==> config.mk <==
export PLATFORM = sky130hd
export DESIGN_NAME = sbio_port
export DESIGN_NICKNAME = d
export VERILOG_FILES = /design/src/rtl/sbio_pkg.sv /design/src/rtl/sbio_decode.sv /design/src/rtl/sbio_out_bank.sv /design/src/rtl/sbio_in_mux.sv /design/src/rtl/sbio_port.sv
export SDC_FILE = /design/constraint.sdc
export NUM_CORES = 1
export LEC_CHECK = 0
export BUFFER_PORTS_ARGS = -buffer_cell sky130_fd_sc_hd__buf_2
export CORE_ASPECT_RATIO = 0.7
export CORE_MARGIN = 2
export CORE_UTILIZATION = 40
export CTS_CLUSTER_DIAMETER = 50
export DETAILED_ROUTE_END_ITERATION = 10
export PLACE_DENSITY = 0.71
export SLEW_MARGIN = 15
export SYNTH_ARGS = -nofsm -noshare
export SYNTH_HDL_FRONTEND = slang
export SYNTH_SLANG_ARGS = --single-unit
export TNS_END_PERCENT = 30
==> constraint.sdc <==
create_clock -name clk -period 1.85 [get_ports clk]
set_input_delay 0.0925 -clock clk [delete_from_list [all_inputs] [get_ports clk]]
set_output_delay 0.0925 -clock clk [all_outputs]
set_load 0.01 [all_outputs]
==> src/rtl/sbio_pkg.sv <==
package sbio_pkg;
  localparam int ADDR_W = 12;

  typedef logic [ADDR_W-1:0] baddr_t;

  // offset of a bit address from the window base (wraps below base)
  function automatic baddr_t bit_offset(input baddr_t a, input baddr_t base);
    return a - base;
  endfunction

  // an offset is a hit when it lands inside the window of n bits
  function automatic logic in_window(input baddr_t off, input int unsigned n);
    return {{(32-ADDR_W){1'b0}}, off} < n;
  endfunction
endpackage

==> src/rtl/sbio_decode.sv <==
module sbio_decode #(
  parameter sbio_pkg::baddr_t BASE  = 12'h080,
  parameter int unsigned      NBITS = 32,
  localparam int              IDX_W = (NBITS > 1) ? $clog2(NBITS) : 1
) (
  input  logic                clk,
  input  logic                rst,
  input  sbio_pkg::baddr_t    bit_addr,
  input  logic                wr_stb,
  output logic                hit,
  output logic                wr_en,
  output logic [IDX_W-1:0]    idx,
  output logic [NBITS-1:0]    sel
);
  sbio_pkg::baddr_t off;

  assign off   = sbio_pkg::bit_offset(bit_addr, BASE);
  assign hit   = sbio_pkg::in_window(off, NBITS);
  assign idx   = off[IDX_W-1:0];
  assign wr_en = wr_stb & hit;

  for (genvar i = 0; i < NBITS; i++) begin : g_sel
    assign sel[i] = wr_en && (idx == IDX_W'(i));
  end


  sel_onehot_chk: assert property (@(posedge clk) disable iff (rst)
    $onehot0(sel));


  sel_quiet_miss_chk: assert property (@(posedge clk) disable iff (rst)
    !hit |-> (sel == '0));
endmodule

==> src/rtl/sbio_out_bank.sv <==
module sbio_out_bank #(
  parameter int unsigned NBITS = 32,
  localparam int         IDX_W = (NBITS > 1) ? $clog2(NBITS) : 1
) (
  input  logic             clk,
  input  logic             rst,
  input  logic [NBITS-1:0] sel,
  input  logic             wr_en,
  input  logic [IDX_W-1:0] idx,
  input  logic             d,
  output logic [NBITS-1:0] q
);
  for (genvar i = 0; i < NBITS; i++) begin : g_bit
    always_ff @(posedge clk) begin
      if (rst)         q[i] <= 1'b0;
      else if (sel[i]) q[i] <= d;
    end
  end


  latch_takes_data_chk: assert property (@(posedge clk) disable iff (rst)
    wr_en |=> (q[$past(idx)] == $past(d)));


  single_bit_change_chk: assert property (@(posedge clk) disable iff (rst)
    wr_en |=> ($countones(q ^ $past(q)) <= 1));


  idle_hold_chk: assert property (@(posedge clk) disable iff (rst)
    !wr_en |=> $stable(q));
endmodule

==> src/rtl/sbio_in_mux.sv <==
module sbio_in_mux #(
  parameter int unsigned NBITS = 32,
  localparam int         IDX_W = (NBITS > 1) ? $clog2(NBITS) : 1
) (
  input  logic             hit,
  input  logic [IDX_W-1:0] idx,
  input  logic [NBITS-1:0] pin_in,
  output logic             sin
);
  always_comb begin
    sin = 1'b0;
    if (hit) sin = pin_in[idx];
  end
endmodule

==> src/rtl/sbio_port.sv <==
module sbio_port #(
  parameter sbio_pkg::baddr_t BASE  = 12'h080,
  parameter int unsigned      NBITS = 32
) (
  input  logic                      clk,
  input  logic                      rst,
  input  logic [sbio_pkg::ADDR_W-1:0] bit_addr,
  input  logic                      sout,
  input  logic                      wr_stb,
  output logic                      sin,
  input  logic [NBITS-1:0]          pin_in,
  output logic [NBITS-1:0]          pin_out
);
  localparam int          IDX_W   = (NBITS > 1) ? $clog2(NBITS) : 1;
  localparam int unsigned WIN_END = 32'(BASE) + NBITS;

  logic             hit;
  logic             wr_en;
  logic [IDX_W-1:0] idx;
  logic [NBITS-1:0] sel;

  sbio_decode #(.BASE(BASE), .NBITS(NBITS)) u_decode (
    .clk(clk), .rst(rst), .bit_addr(bit_addr), .wr_stb(wr_stb),
    .hit(hit), .wr_en(wr_en), .idx(idx), .sel(sel)
  );

  sbio_out_bank #(.NBITS(NBITS)) u_bank (
    .clk(clk), .rst(rst), .sel(sel), .wr_en(wr_en), .idx(idx),
    .d(sout), .q(pin_out)
  );

  sbio_in_mux #(.NBITS(NBITS)) u_mux (
    .hit(hit), .idx(idx), .pin_in(pin_in), .sin(sin)
  );


  below_window_quiet_chk: assert property (@(posedge clk) disable iff (rst)
    (bit_addr < BASE) |-> !sin);


  above_window_quiet_chk: assert property (@(posedge clk) disable iff (rst)
    ({20'b0, bit_addr} >= WIN_END) |-> !sin);
endmodule

==> results of run 1 <==
==> repair_timing <==
action	4_1_cts	5_1_grt
setup buffers	1	0
endpoints found under the setup margin	1	1
resized for setup	7	1
pin swaps	2	2
==> worst max-delay path by stage <==
stage	start	end	slack, ns	cells past startpoint
global route	bit_addr[8]	sin	-0.09	8
global placement	bit_addr[7]	sin	-0.07	8
floorplan	bit_addr[7]	sin	0.06	6
CTS	bit_addr[7]	sin	-0.05	8
finish	bit_addr[8]	sin	-0.03	8
detailed placement	bit_addr[7]	sin	-0.11	8
==> worst min-delay path: stages <==
cell	delay, ns
buf_2	0.19
nand4_1	0.10
a21oi_1	0.06
==> routing by layer <==
metal | vias to the layer above | share of wire, % | GRT usage (%)
met5 | - | 0 | 0
met2 | 78 | 46 | 33.67
li1 | 914 | - | -
met1 | 887 | 43 | 26.84
met3 | 15 | 8.5 | 5.228
met4 | 0 | 1.9 | 8.390
==> cells in the final DEF, fill, tap and decap left out, drive strengths merged, types with 3 or more instances in the layout <==
master / synthesis / layout
nand2b: 20 / 20
nand3: 24 / 24
clkbuf: 15 / 7
dfxtp: 32 / 32
a21oi: 16 / 16
buf: 11 / 92
nand4b: 8 / 8
mux4: 6 / 6
mux2i: 25 / 25
nor3b: 3 / 3
o21ai: 14 / 14
nand4: 14 / 14
==> power groups by stage <==
stage               Sequential (mW)  Clock (mW)  Combinational [mW]
finish                        0.689       0.743               0.221
global placement              0.704           0               0.204
detailed placement            0.704           0               0.210
CTS                           0.689       0.753               0.217
global route                  0.688       0.774               0.239
floorplan                     0.704           0               0.129
==> logic make-up (layout without fill, tap and decap cells) <==
group                    after synthesis  count (layout)  share of synthesized area [%]
XOR/XNOR                               1               1                         0.4640
AO/OA/AOI/OAI                         33              33                          9.212
adder cells (fa/ha/maj)                1               1                         0.6626
buffers and inverters                 28             102                          6.428
flip-flops                            32              32                          33.93
multiplexers                          32              32                          21.01
AND/OR/NAND/NOR                       82              82                          28.30
==> area by class of cell <==
cell class / instances / area share (%)
multi-input combinational: 149 / 45.43
sequential: 32 / 25.56
timing repair buffer: 92 / 20.72
clock buffer: 7 / 3.844
tap: 55 / 2.746
clock inverter: 1 / 1.198
inverter: 2 / 0.4993
==> flow_metrics.env, run 1 <==
export IMPL_status="finished, violations left"
export IMPL_violations="setup timing"
export IMPL_end_kind="output pin"
export IMPL_place_hpwl_um=3638
export IMPL_cts_buffers=5
export IMPL_largest_register_ff_count=32
export IMPL_switchingPower_mw=0.3800
export IMPL_antenna_found_initial=0
export IMPL_vias=1894
export IMPL_pwr_share_comb_pct=13.3
export IMPL_clk_pin_slew_ns=0.07
export IMPL_p_per_area_nw_per_um2=659.4
export IMPL_largest_register="u_bank.q"
export IMPL_synth_edff_count=0
export IMPL_syn_mean_instance_area_um2=9.034
export IMPL_max_stage_delay_ns=0.45
export IMPL_p_leak_nw=1.168
export IMPL_crit_type="input port to output pin"
export IMPL_cp_max_fo=2
export IMPL_grt_use_total_pct=20.69
export IMPL_max_cap_viol_count=0
export IMPL_cts_max_path_buffers=2
export IMPL_total_power_mw=1.653
export IMPL_io_pin_count=81
export IMPL_whs_endpoint="u_bank.q[1]"
export IMPL_worst_slack_ns=-0.02817
export IMPL_finalCritPeriodShare_pct=101.5
export IMPL_tightest_slew_ns=0.6378
export IMPL_grt_pass1_wl_um=8431
export IMPL_holdWs_ns=0.2031
export IMPL_grt_overflow=0
export IMPL_max_slew_margin_pct=57.48
export IMPL_clk_latency_ns=0.28
export IMPL_synth_seq_cells=32
export IMPL_hp_start="sout"
export IMPL_pwr_share_seq_pct=41.7
export IMPL_cts_hold_buf=0
export IMPL_drc=0
export IMPL_max_freq_ghz=0.5324
export IMPL_place_inst=329
export IMPL_period_needed_ns=1.878
export IMPL_crit_chain="buf_6 > inv_4 > ha_4 > or4b_4 > or3_4 > a221o_1 > a21oi_1 > buf_2"
export IMPL_r2r_slack_ns=1.18
export IMPL_flow_area_growth_from_synthesis_pct=32.74
export IMPL_portBuffers=80
export IMPL_drt_iter0_drc=101
export IMPL_start_kind="input port"
export IMPL_fp_dieH_um=61.48
export IMPL_power_frac_clock_pct=45.0
export IMPL_coreArea_um2=4429
export IMPL_ys_seq_area_share_pct=33.93
export IMPL_final_cells=338
export IMPL_cts_root_buf="clkbuf_8"
export IMPL_detail_route_vias_per_cell=5.604
export IMPL_tritoncts="yes"
export IMPL_wl_per_cell_um=15.14
export IMPL_synthTopCellsByArea="dfxtp_1 34%, mux2i_1 13%, mux4_2 7.2%, nand2b_1 6.6%, nand3_1 6.4%"
export IMPL_worstReg2RegEnd="u_bank.q[6]"
export IMPL_drt_wl_total_um=5117
export IMPL_pre_cts_ws_ns=-0.1063
export IMPL_register_area_um2=640.6
export IMPL_synth_top_area_share_pct=33.93
export IMPL_finalSetupTns_ns=-0.02817
export IMPL_firstDrtPassIters=4
export IMPL_crit_slowest_cell="or4b_4"
export IMPL_hold_class="input port to flop"
export IMPL_post_dp_cell_area_um2=2338
export IMPL_place_congestion=0.8026
export IMPL_yosysMostFrequentCell="dfxtp_1"
export IMPL_grt_start_max_net_pins=33
export IMPL_syn_inst=209
export IMPL_diodes=0
export IMPL_required_ns=1.76
export IMPL_clock_skew_ns=0
export IMPL_rsz0062_at_grt="yes"
export IMPL_std_cell_rows=20
export IMPL_h_tree_depth=2
export IMPL_async_flop_share_pct=0
export IMPL_finalHoldViolCount=0
export IMPL_worst_path_buf_inv=3
export IMPL_switching_share_pct=22.99
export IMPL_peakVddDrop_mv=0.4127
export IMPL_clock_sinks=32
export IMPL_design_area_um2=2506
export IMPL_postRouteAntennaNets=0
export IMPL_synth_cell_type_count=32
export IMPL_final_net_count=331
export IMPL_synthesis_nets=258
export IMPL_multiInputGateArea_um2=1139
export IMPL_synth_flop_cell="dfxtp_1"
export IMPL_fp_dieW_um=86.12
export IMPL_ys_warn_count=0
export IMPL_synth_common_cells="32 x dfxtp_1, 25 x mux2i_1, 24 x nand3_1"
export IMPL_fill_cells=418
export IMPL_r2r_start="u_bank.q[6]"
export IMPL_internal_power_mw=1.273
export IMPL_rr_worst_depth=2
export IMPL_yosys_area_top_type="dfxtp_1"
export IMPL_dieArea_um2=5294
export IMPL_hold_depth=3
export IMPL_largest_registers="u_bank.q (32)"
export IMPL_netlist_area_um2=1888
export IMPL_setup_viol=1
export IMPL_critPathTopFamily="simple AND/OR/NAND/NOR gates"
export IMPL_final_layout_size_suffix_gt1_share_pct=39.93
export IMPL_arrival_ns=1.79
export IMPL_initial_core_util_pct=42.63
export IMPL_fin_util_pct=56.58
export IMPL_final_max_slew_violation_count=0
export IMPL_first_global_vias=1796
(Power assumes the default switching activity.)
==> run 2, diff against run 1 <==
--- a/config.mk
+++ b/config.mk
@@ -11,7 +11,7 @@
 export CORE_UTILIZATION = 40
 export CTS_CLUSTER_DIAMETER = 50
 export DETAILED_ROUTE_END_ITERATION = 10
-export PLACE_DENSITY = 0.71
+export PLACE_DENSITY = 0.82
 export SLEW_MARGIN = 15
 export SYNTH_ARGS = -nofsm -noshare
 export SYNTH_HDL_FRONTEND = slang
==> constraint.sdc (replaced) <==
create_clock -name clk -period 1.85 [get_ports clk]
set_input_delay 0.185 -clock clk [delete_from_list [all_inputs] [get_ports clk]]
set_output_delay 0.185 -clock clk [all_outputs]
set_load 0.01 [all_outputs]
==> flow_metrics.env, run 2 (synthesis gave the netlist of run 1 again) <==
export IMPL_p_per_area_nw_per_um2=641.6
export IMPL_wl_per_cell_um=14.97
export IMPL_max_slew_margin_pct=60.14
export IMPL_largest_registers="u_bank.q (32)"
export IMPL_vias=1869
export IMPL_diodes=0
export IMPL_met3_length_um=450
export IMPL_final_max_slew_violation_count=0
export IMPL_flow_area_growth_from_synthesis_pct=36.78
export IMPL_finalHoldViolCount=0
export IMPL_coreArea_um2=4429
export IMPL_portBuffers=80
export IMPL_detail_route_vias_per_cell=5.433
export IMPL_drc=0
export IMPL_place_congestion=0.8101
export IMPL_largest_register_ff_count=32
export IMPL_violations="setup timing"
export IMPL_firstDrtPassIters=4
export IMPL_hold_class="input port to flop"
export IMPL_setup_viol=1
export IMPL_wl_met2_um=2312
export IMPL_tightest_slew_ns=0.5979
export IMPL_grt_overflow=0
export IMPL_h_tree_depth=2
export IMPL_final_cells=344
export IMPL_crit_type="input port to output pin"
export IMPL_peakVddDrop_mv=0.3632
export IMPL_finalCritPeriodShare_pct=111.8
export IMPL_dieArea_um2=5294
export IMPL_cts_root_buf="clkbuf_8"
export IMPL_period_needed_ns=2.068
export IMPL_first_global_vias=1850
export IMPL_cts_hold_buf=0
export IMPL_largest_register="u_bank.q"
export IMPL_arrival_ns=1.88
export IMPL_drt_iter0_drc=156
export IMPL_start_kind="input port"
export IMPL_place_inst=335
export IMPL_place_hpwl_um=3703
export IMPL_cp_max_fo=2
export IMPL_grt_use_total_pct=20.93
export IMPL_std_cell_rows=20
export IMPL_rsz0062_at_grt="yes"
export IMPL_final_layout_size_suffix_gt1_share_pct=42.21
export IMPL_drt_wl_total_um=5149
export IMPL_cts_max_path_buffers=2
export IMPL_worst_slack_ns=-0.2177
export IMPL_required_ns=1.66
export IMPL_grt_pass1_wl_um=8721
export IMPL_end_kind="output pin"
export IMPL_layout_commonest_cell="buf_2"
export IMPL_top_layer_used="met4"
export IMPL_max_freq_ghz=0.4836
export IMPL_antenna_found_initial=0
export IMPL_cts_buffers=5
export IMPL_m1WireLength_um=2342
export IMPL_clock_skew_ns=0
export IMPL_fp_dieH_um=61.48
export IMPL_final_net_count=337
export IMPL_clk_latency_ns=0.28
export IMPL_io_pin_count=81
export IMPL_fin_util_pct=58.31
export IMPL_p_leak_nw=1.202
export IMPL_clk_pin_slew_ns=0.07
export IMPL_tritoncts="yes"
export IMPL_clock_sinks=32
export IMPL_fill_cells=392
export IMPL_layout_common_cells="78 x buf_2, 32 x dfxtp_1, 25 x mux2i_1, 24 x nand3_1, 20 x nand2b_1"
export IMPL_fp_dieW_um=86.12
export IMPL_pre_cts_ws_ns=-0.3366
export IMPL_max_cap_viol_count=0
export IMPL_postRouteAntennaNets=0
export IMPL_total_power_mw=1.657
export IMPL_status="finished, violations left"
export IMPL_grt_start_max_net_pins=33
export IMPL_initial_core_util_pct=42.63
## run 2: cell types whose count changed in the layout (fill, tap and decap cells not counted), sizes merged
cell,delta
buf,+6
## run 2: per-layer routing
layer	GRT usage [%]	up-vias
met5	0	-
met4	6.122	0
met3	4.692	8
met2	34.11	82
met1	28.33	857
li1	-	922
## run 2: final timing paths
kind	slack, ns	start	cells past startpoint	to
hold reg to reg	0.47	u_bank.q[27]	2	u_bank.q[27]
hold / removal	0.30	sout	3	u_bank.q[0]
setup reg to reg	1.14	u_bank.q[2]	2	u_bank.q[2]
setup / recovery	-0.22	bit_addr[7]	8	sin
## run 2: area by class of cell
class	count	area (µm²)	area share, %
multi-input cells	149	1150	44.53
flip-flops and latches	32	640.6	24.81
repair buffers	98	576.8	22.34
clock buffers	7	96.34	3.731
well taps	55	68.82	2.665
clock inverters	1	30.03	1.163
inverters	2	20.02	0.7752
## run 2: power breakdown
group / switching (mW) / internal [mW]
Clock: 0.266 / 0.475
Combinational: 0.112 / 0.115
Sequential: 0.0000420 / 0.689
## run 2: critical path, stage by stage
cell,delay [ns]
buf_8,0.09
inv_8,0.03
ha_4,0.23
or4b_4,0.45
or3_4,0.38
a221o_1,0.29
a21oi_2,0.10
buf_2,0.13
## run 2: what timing repair did
action | in CTS | in global routing
endpoints found under the setup margin | 1 | 6
pin swaps | 2 | 4
resized for setup | 5 | 2
setup buffers | 1 | 0
endpoints found under the hold margin | 0 | 0
## run 2: stage by stage
stage | hold slack [ns] | cell area (µm²) | setup TNS, ns
6_report | 0.3037 | 2582 | -0.2177
5_1_grt | 0.3328 | 2582 | -0.2647
4_1_cts | 0.3021 | 2575 | -0.2210
3_5_place_dp | 0.4639 | 2425 | -5.500
3_3_place_gp | 0.4578 | 2425 | -4.574
2_1_floorplan | 0.3393 | 1917 | -0.07449
==> run 3, diff against run 2 <==
--- a/config.mk
+++ b/config.mk
@@ -8,12 +8,13 @@
 export BUFFER_PORTS_ARGS = -buffer_cell sky130_fd_sc_hd__buf_2
 export CORE_ASPECT_RATIO = 0.7
 export CORE_MARGIN = 2
-export CORE_UTILIZATION = 40
+export CORE_UTILIZATION = 44
 export CTS_CLUSTER_DIAMETER = 50
 export DETAILED_ROUTE_END_ITERATION = 10
-export PLACE_DENSITY = 0.82
+export PLACE_DENSITY = 0.87
 export SLEW_MARGIN = 15
 export SYNTH_ARGS = -nofsm -noshare
 export SYNTH_HDL_FRONTEND = slang
+export SYNTH_HIERARCHICAL = 1
 export SYNTH_SLANG_ARGS = --single-unit
 export TNS_END_PERCENT = 30
==> flow_metrics.env, run 3 <==
export IMPL_layout_common_cells="78 x buf_2, 34 x mux2i_1, 32 x nor2_1, 32 x dfxtp_1, 29 x nor4_1"
export IMPL_required_ns=1.66
export IMPL_netlist_area_um2=1996
export IMPL_arrival_ns=1.61
export IMPL_rr_worst_depth=2
export IMPL_place_congestion=0.7610
export IMPL_syn_mean_instance_area_um2=10.03
export IMPL_clock_sinks=32
export IMPL_max_slew_margin_pct=51.23
export IMPL_fp_dieW_um=84.50
export IMPL_antenna_found_initial=0
export IMPL_largest_register_ff_count=32
export IMPL_cts_root_buf="clkbuf_8"
export IMPL_syn_inst=199
export IMPL_worst_path_buf_inv=2
export IMPL_hold_depth=2
export IMPL_portBuffers=80
export IMPL_clock_skew_ns=0
export IMPL_grt_pass1_wl_um=7935
export IMPL_rsz0062_at_grt="no"
export IMPL_dieArea_um2=5099
export IMPL_setup_viol=0
export IMPL_p_leak_nw=1.014
export IMPL_end_kind="output pin"
export IMPL_cts_buffers=5
export IMPL_h_tree_depth=2
export IMPL_fin_util_pct=57.99
export IMPL_cts_max_path_buffers=2
export IMPL_period_needed_ns=1.800
export IMPL_post_dp_cell_area_um2=2402
export IMPL_clk_latency_ns=0.28
export IMPL_initial_core_util_pct=45.83
export IMPL_drc=0
export IMPL_max_stage_delay_ns=0.50
export IMPL_max_freq_ghz=0.5556
export IMPL_cp_max_fo=8
export IMPL_layout_commonest_cell="buf_2"
export IMPL_io_pin_count=81
export IMPL_finalHoldViolCount=0
export IMPL_std_cell_rows=20
export IMPL_largest_register="u_bank/q"
export IMPL_vias=1860
export IMPL_total_power_mw=1.433
export IMPL_firstDrtPassIters=4
export IMPL_grt_use_total_pct=20.37
export IMPL_cp_depth=6
export IMPL_clk_pin_slew_ns=0.06
export IMPL_design_area_um2=2525
export IMPL_flow_area_growth_from_synthesis_pct=26.52
export IMPL_place_hpwl_um=3678
export IMPL_start_kind="input port"
export IMPL_tightest_slew_ns=0.7310
export IMPL_finalCritPeriodShare_pct=97.28
export IMPL_largest_registers="u_bank/q (32)"
export IMPL_hold_class="input port to flop"
export IMPL_synthesis_nets=248
export IMPL_crit_type="input port to output pin"
export IMPL_critPathTopFamily="multiplexers"
export IMPL_crit_slowest_cell="mux4_2"
export IMPL_fill_cells=402
export IMPL_final_net_count=326
export IMPL_drt_wl_total_um=5127
export IMPL_crit_chain="buf_6 > mux4_2 > nor2b_4 > a2111oi_4 > and4b_1 > buf_2"
export IMPL_ys_warn_count=6
export IMPL_first_global_vias=1702
export IMPL_detail_route_vias_per_cell=5.602
export IMPL_peakVddDrop_mv=0.5087
export IMPL_p_per_area_nw_per_um2=567.7
export IMPL_coreArea_um2=4354
export IMPL_diodes=0
export IMPL_postRouteAntennaNets=0
export IMPL_status="finished, final reports clean"
export IMPL_grt_overflow=0
export IMPL_max_cap_viol_count=0
export IMPL_fp_dieH_um=60.35
export IMPL_wl_per_cell_um=15.44
export IMPL_final_layout_size_suffix_gt1_share_pct=42.96
export IMPL_drt_iter0_drc=97
export IMPL_grt_start_max_net_pins=34
export IMPL_final_max_slew_violation_count=0
export IMPL_tritoncts="yes"
run 3: per-layer routing:
metal  global-route usage [%]  up-vias  share of wire [%]
met5                        0        -                  0
met4                    8.844        0                1.6
met3                    4.490        8                9.8
met2                    31.95       87                 44
met1                    27.73      864                 45
li1                         -      901                  -
run 3: through the flow:
step           setup TNS [ns]  cells  setup slack [ns]  hold WS, ns
5_1_grt                     0    332          0.001319       0.3948
6_report                    0    332           0.05026       0.3589
2_1_floorplan               0    199           0.02332       0.2574
3_3_place_gp           -5.897    324           -0.2613       0.4706
4_1_cts                     0    332           0.01965       0.3561
3_5_place_dp           -8.210    324           -0.3465       0.4790
run 3: final cells by class:
| type | count | area [µm²] | area share, % |
|---|---|---|---|
| sequential | 32 | 640.6 | 25.37 |
| clock inverter | 1 | 5.005 | 0.1982 |
| tap | 55 | 68.82 | 2.725 |
| clock buffer | 6 | 72.57 | 2.874 |
| multi-input combinational | 139 | 1194 | 47.27 |
| timing repair buffer | 97 | 536.8 | 21.26 |
| inverter | 2 | 7.507 | 0.2973 |
run 3: path summary, 6_finish.rpt:
path	start	to	slack (ns)
worst min-delay path	rst	u_bank/q[31]	0.36
worst max-delay path	bit_addr[0]	sin	0.05
worst min register to register	u_bank/q[25]	u_bank/q[25]	0.49
worst max register to register	u_bank/q[16]	u_bank/q[16]	1.21
run 3: repair_timing:
item / 4_1_cts / 5_1_grt
endpoints found under the setup margin: 6 / 1
resized for setup: 3 / 3
gates cloned: 1 / 0
setup buffers: 0 / 0
pin swaps: 1 / 0
endpoints found under the hold margin: 0 / 0
hold buffers: 0 / 0
run 3: power breakdown:
group / internal, mW / switching (mW)
clock: 0.255 / 0.239
combinational: 0.117 / 0.133
sequential: 0.689 / 0.0000398
